`src/rtl/swb_pkg.sv`:
```
package swb_pkg;

  typedef enum logic [1:0] {
    MD_SLEEP = 2'b00,
    MD_WAKE  = 2'b01,
    MD_FAST  = 2'b10,
    MD_NORM  = 2'b11
  } swb_mode_e;

  // driver enable: dominant request while awake and healthy
  function automatic logic drive_req(input logic txd, input logic awake,
                                     input logic uv, input logic tsd);
    return ~txd & awake & ~uv & ~tsd;
  endfunction

  // receive level: low only for a dominant bus seen through an open receiver
  function automatic logic rx_level(input logic dom, input logic open_rx,
                                    input logic uv);
    return ~(dom & open_rx & ~uv);
  endfunction

endpackage

```
`src/rtl/swb_mode_decode.sv`:
```
module swb_mode_decode
  import swb_pkg::*;
(
  input  logic [1:0] mode_sel,
  output logic       awake,
  output logic       hv_sel,
  output logic       shape_en
);
  swb_mode_e mode;
  logic is_sleep, is_wake, is_fast, is_norm;

  assign mode     = swb_mode_e'(mode_sel);
  assign is_sleep = (mode == MD_SLEEP);
  assign is_wake  = (mode == MD_WAKE);
  assign is_fast  = (mode == MD_FAST);
  assign is_norm  = (mode == MD_NORM);

  assign awake    = ~is_sleep;
  assign hv_sel   = is_wake;
  assign shape_en = is_wake | is_norm;

  // exactly one mode decoded
  always_comb begin
    p_one_mode_r1: assert ($countones({is_sleep, is_wake, is_fast, is_norm}) == 1 || $isunknown(mode_sel));
  end
endmodule

```
`src/rtl/swb_wake_seq.sv`:
```
module swb_wake_seq #(
  parameter int HOLD_TICKS = 250000,
  parameter int RX_TICKS   = 16
) (
  input  logic clk,
  input  logic rst_n,
  input  logic tick,
  input  logic awake,
  input  logic hv_wake,
  output logic cntl,
  output logic rx_open
);
  localparam int HW = $clog2(HOLD_TICKS + 1);
  localparam int RW = $clog2(RX_TICKS + 1);
  localparam logic [HW-1:0] HOLD_LAST = HW'(HOLD_TICKS - 1);
  localparam logic [RW-1:0] RX_LOAD   = RW'(RX_TICKS);

  logic          hv_q, cntl_q;
  logic [HW-1:0] hold_cnt;
  logic [RW-1:0] rx_cnt;

  // named events for the checks below
  logic hv_rise, hv_fall, hold_expire, rx_live;
  assign hv_rise     = hv_wake & ~hv_q;
  assign hv_fall     = ~hv_wake & hv_q;
  assign hold_expire = ~awake & ~hv_rise & ~hv_fall & cntl_q & tick & (hold_cnt == HOLD_LAST);
  assign rx_live     = (rx_cnt != '0);

  always_ff @(posedge clk or negedge rst_n) begin
    if (!rst_n) begin
      hv_q     <= 1'b0;
      cntl_q   <= 1'b0;
      hold_cnt <= '0;
      rx_cnt   <= '0;
    end else begin
      hv_q <= hv_wake;
      if (awake) begin
        cntl_q   <= 1'b1;
        hold_cnt <= '0;
      end else if (hv_rise) begin
        cntl_q   <= 1'b1;
        hold_cnt <= '0;
      end else if (hv_fall) begin
        hold_cnt <= '0;
      end else if (cntl_q && tick) begin
        if (hold_expire) begin
          cntl_q   <= 1'b0;
          hold_cnt <= '0;
        end else begin
          hold_cnt <= hold_cnt + 1'b1;
        end
      end

      if (hv_fall)             rx_cnt <= RX_LOAD;
      else if (tick && rx_live) rx_cnt <= rx_cnt - 1'b1;
    end
  end

  assign cntl    = cntl_q;
  assign rx_open = awake | hv_wake | hv_q | rx_live;

  p_active_cntl_r9: assert property (@(posedge clk) disable iff (!rst_n)
    awake |=> cntl_q);
  p_wake_cntl_r10: assert property (@(posedge clk) disable iff (!rst_n)
    (!awake && hv_rise) |=> cntl_q);
  p_drop_on_tick_r11: assert property (@(posedge clk) disable iff (!rst_n)
    $fell(cntl_q) |-> $past(tick && !awake));
  p_stay_down_r12: assert property (@(posedge clk) disable iff (!rst_n)
    (!awake && !cntl_q && !hv_rise) |=> !cntl_q);
  p_rx_bound_r6: assert property (@(posedge clk) disable iff (!rst_n)
    rx_cnt <= RX_LOAD);
endmodule

```
`src/rtl/swb_data_path.sv`:
```
module swb_data_path
  import swb_pkg::*;
(
  input  logic clk,
  input  logic rst_n,
  input  logic awake,
  input  logic hv_sel,
  input  logic shape_en,
  input  logic rx_open,
  input  logic txd,
  input  logic bus_dom,
  input  logic uv_flag,
  input  logic tsd_flag,
  input  logic gnd_loss,
  output logic drv_en,
  output logic drv_hv,
  output logic wave_en,
  output logic rxd,
  output logic load_on
);
  assign drv_en  = drive_req(txd, awake, uv_flag, tsd_flag);
  assign drv_hv  = drv_en & hv_sel;
  assign wave_en = shape_en;
  assign rxd     = rx_level(bus_dom, rx_open, uv_flag);
  assign load_on = ~gnd_loss;

  p_uv_quiet_r7: assert property (@(posedge clk) disable iff (!rst_n)
    uv_flag |-> (!drv_en && rxd));
  p_hv_gated_r3: assert property (@(posedge clk) disable iff (!rst_n)
    drv_hv |-> (drv_en && wave_en));
  p_sleep_silent_r2: assert property (@(posedge clk) disable iff (!rst_n)
    !awake |-> !drv_en);
endmodule

```
`src/rtl/swb_mode_ctrl.sv`:
```
module swb_mode_ctrl #(
  parameter int HOLD_TICKS = 250000,
  parameter int RX_TICKS   = 16
) (
  input  logic       clk,
  input  logic       rst_n,
  input  logic       tick,
  input  logic [1:0] mode_sel,
  input  logic       txd,
  input  logic       bus_dom,
  input  logic       hv_wake,
  input  logic       uv_flag,
  input  logic       tsd_flag,
  input  logic       gnd_loss,
  output logic       drv_en,
  output logic       drv_hv,
  output logic       wave_en,
  output logic       rxd,
  output logic       cntl,
  output logic       load_on
);
  logic awake, hv_sel, shape_en, rx_open;

  swb_mode_decode u_dec (
    .mode_sel (mode_sel),
    .awake    (awake),
    .hv_sel   (hv_sel),
    .shape_en (shape_en)
  );

  swb_wake_seq #(.HOLD_TICKS(HOLD_TICKS), .RX_TICKS(RX_TICKS)) u_seq (
    .clk     (clk),
    .rst_n   (rst_n),
    .tick    (tick),
    .awake   (awake),
    .hv_wake (hv_wake),
    .cntl    (cntl),
    .rx_open (rx_open)
  );

  swb_data_path u_dp (
    .clk      (clk),
    .rst_n    (rst_n),
    .awake    (awake),
    .hv_sel   (hv_sel),
    .shape_en (shape_en),
    .rx_open  (rx_open),
    .txd      (txd),
    .bus_dom  (bus_dom),
    .uv_flag  (uv_flag),
    .tsd_flag (tsd_flag),
    .gnd_loss (gnd_loss),
    .drv_en   (drv_en),
    .drv_hv   (drv_hv),
    .wave_en  (wave_en),
    .rxd      (rxd),
    .load_on  (load_on)
  );
endmodule

```
`config.mk`:
```
export PLATFORM = sky130hd
export DESIGN_NAME = swb_mode_ctrl
export DESIGN_NICKNAME = d
export VERILOG_FILES = /design/src/rtl/swb_pkg.sv /design/src/rtl/swb_mode_decode.sv /design/src/rtl/swb_wake_seq.sv /design/src/rtl/swb_data_path.sv /design/src/rtl/swb_mode_ctrl.sv
export SDC_FILE = /design/constraint.sdc
export NUM_CORES = 1
export LEC_CHECK = 0
export CAP_MARGIN = 0
export CORE_UTILIZATION = 54
export CTS_CLUSTER_SIZE = 28
export DETAILED_ROUTE_END_ITERATION = 8
export PLACE_DENSITY = 0.89
export SETUP_SLACK_MARGIN = 0.1
export SLEW_MARGIN = 20
export SYNTH_ARGS = -nofsm -noshare
export SYNTH_HDL_FRONTEND = slang
export SYNTH_SLANG_ARGS = --single-unit
```
`constraint.sdc`:
```
create_clock -name clk -period 2.4 [get_ports clk]
set_input_delay 0.48 -clock clk [delete_from_list [all_inputs] [get_ports clk]]
set_output_delay 0.48 -clock clk [all_outputs]
set_load 0.02 [all_outputs]
```
==> flow_summary.json <==
{
  "fmax_mhz": 432,
  "grt_pass1_vias": 1208,
  "overflow": 0,
  "cts_tree": "yes",
  "synth_ff_type": "dfrtp_1",
  "synth.area.top_cells": "dfrtp_1 (45%), xor2_1 (6.2%), nor2_1 (5.6%)",
  "finalCritPeriodShare": 0.965,
  "slew_viol_final": 0,
  "syn2layout_area_growth_pct": 25.1,
  "rows": 18,
  "worst_ep_arrival_time_ns": 1.84,
  "synth_seq_cells": 25,
  "critPathCaptureType": "primary output",
  "yosysWarnings": 0,
  "syn_nets": 164,
  "ys_async_sr_fraction": 1.00,
  "track_usage": 0.257,
  "synth_cell_types": 38,
  "synth_edf_count": 0,
  "yosysTopAreaCell": "dfrtp_1",
  "cts_setup_buffers": 0,
  "use_met3": 0.0316,
  "root_buffer": "clkbuf_4",
  "max_slew_margin": 0.642,
  "clock-sinks": 25,
  "io_pins": 17,
  "n_antenna_cell": 0,
  "rr_startpoint": "u_seq.hold_cnt[0]",
  "placed_cells": 209,
  "power_uw": 951,
  "placed_cell_area_um2": 1730,
  "syn_area_um2": 1400,
  "fp.dieArea_um2": 2810,
  "design.core.area_um2": 2480,
  "use_met1": 0.300,
  "critPathLaunchType": "primary input",
  "yosysTopAreaCellShare": 0.446,
  "whs_ns": 0.506,
  "io_buffers": 16,
  "busiest_layer": "met2",
  "p_leak_nw": 0.755,
  "grt_max_degree": 26,
  "routed_via_density": 5.85,
  "peakVddDrop_mv": 0.369,
  "cts_buffers": 3,
  "ant_nets": 0,
  "gp_congestion": 0.839,
  "drc": 0,
  "synth_most_common_cell": "dfrtp_1",
  "yosysSeqAreaShare": 0.446,
  "finalCriticalPeriod_ns": 2.32,
  "die_w_um": 53.0,
  "avgSynthCellArea_um2": 9.49,
  "worstPathRequired_ns": 1.92,
  "wirelength_um": 3230,
  "ctsHoldBuffers": 0,
  "drt_iter0_markers": 39,
  "vias": 1246,
  "initial_utilization": 0.567,
  "chipHeight_um": 53.0,
  "finalHoldViolCount": 0,
  "hold_class": "primary input to asynchronous set/reset pin",
  "tns_ns": 0,
  "fin_area_um2": 1760,
  "htree_levels": 1,
  "layout.nets": 200,
  "drive_above_1_share": 0.208,
  "place_ws_ns": -0.279,
  "final_util": 0.709,
  "clock_latency_ns": 0.31,
  "maxCapViolations": 0,
  "wire_per_inst_um": 15.1,
  "final-setup-viol-count": 0,
  "fin_ws_ns": 0.0839,
  "first_pass_iters": 4,
  "synthTopCellsByCount": "dfrtp_1 (25), nor2_1 (21), nand2_1 (13)",
  "rsz0062_at_grt": "true",
  "crit_type": "primary input to primary output",
  "clockBufferDepth": 2,
  "worstPathMaxFanout": 4,
  "grt_pass1_wl_um": 5190,
  "syn_inst": 148,
  "stdcell_count": 213,
  "startpoint": "mode_sel[1]",
  "cellPowerDensity_nw_per_um2": 541,
  "hpwl_um": 2410,
  "fin_worst_skew_ns": 0.0167,
  "worst_pin_slew_ns": 0.532,
  "clk_pin_slew_ns": 0.14,
  "use_met2": 0.475,
  "antenna_found_initial": 0,
  "status": "finished clean"
}
cells by family after synthesis:
logic type / synth area share
compound gates: 0.0793
xor+xnor: 0.0998
fa+ha+maj: 0.0446
buf+inv: 0.0321
flops: 0.446
simple gates: 0.299
where the power goes:
| group | leakage [nW] | switching (mW) | internal (mW) |
|---|---|---|---|
| Combinational | 0.408 | 0.141 | 0.144 |
| Clock | 0.0150 | 0.116 | 0.0648 |
| Sequential | 0.332 | 0.0276 | 0.458 |
| Total | 0.755 | 0.284 | 0.667 |
what timing repair did:
action                                  CTS  global route
gates resized for setup                  12             4
cloned                                    0             0
endpoints found under the setup margin    3             7
endpoints found under the hold margin     0             0
pin swaps                                 1             1
routing by layer:
metal	vias up	share of wire
li1	599	-
met1	593	0.41
met2	40	0.52
met3	14	0.042
met4	0	0.020
met5	-	0
cell usage in the layout, fill, tap and decap left out, types with 3 or more instances in the layout:
master | Yosys | final
buf_4 | 2 | 19
xor2_1 | 10 | 10
a21oi_1 | 3 | 3
clkbuf_4 | 0 | 3
dfrtp_1 | 25 | 25
inv_1 | 6 | 4
xnor2_1 | 6 | 6
nor4_1 | 9 | 7
o21ai_0 | 4 | 4
nand2_1 | 13 | 13
ha_1 | 5 | 5
nor2_1 | 21 | 21
clkdlybuf4s50_1 | 0 | 13
nand4_1 | 4 | 4
nand3_1 | 8 | 8
final cells by class:
type	count	area, µm²
timing repair buffer	35	288
clock buffer	4	26.3
inverter	6	22.5
multi-input combinational	113	757
tap	30	37.5
sequential	25	626
fill	186	721
state kept, by name, summed over array words and instances (netlist names):
signal          count
u_seq.rx_cnt        5
u_seq.cntl          1
u_seq.hv_q          1
u_seq.hold_cnt     18
final timing paths:
kind | end | slack [ns] | cells after the start
max | drv_hv | 0.08 | 5
min | u_seq.rx_cnt[0] | 0.51 | 2
max reg2reg | u_seq.hold_cnt[12] | 0.38 | 7
min reg2reg | u_seq.hold_cnt[16] | 0.54 | 2
max in group asynchronous | u_seq.hold_cnt[6] | 1.64 | 2
min in group clk | u_seq.hold_cnt[16] | 0.54 | 2
worst max-delay path, cell delays in order:
cell	delay, ns
clkdlybuf4s50_1	0.57
nor2_1	0.09
nor4_2	0.32
and3b_1	0.20
clkbuf_2	0.17
No activity file was read; power rests on OpenSTA's default activity.
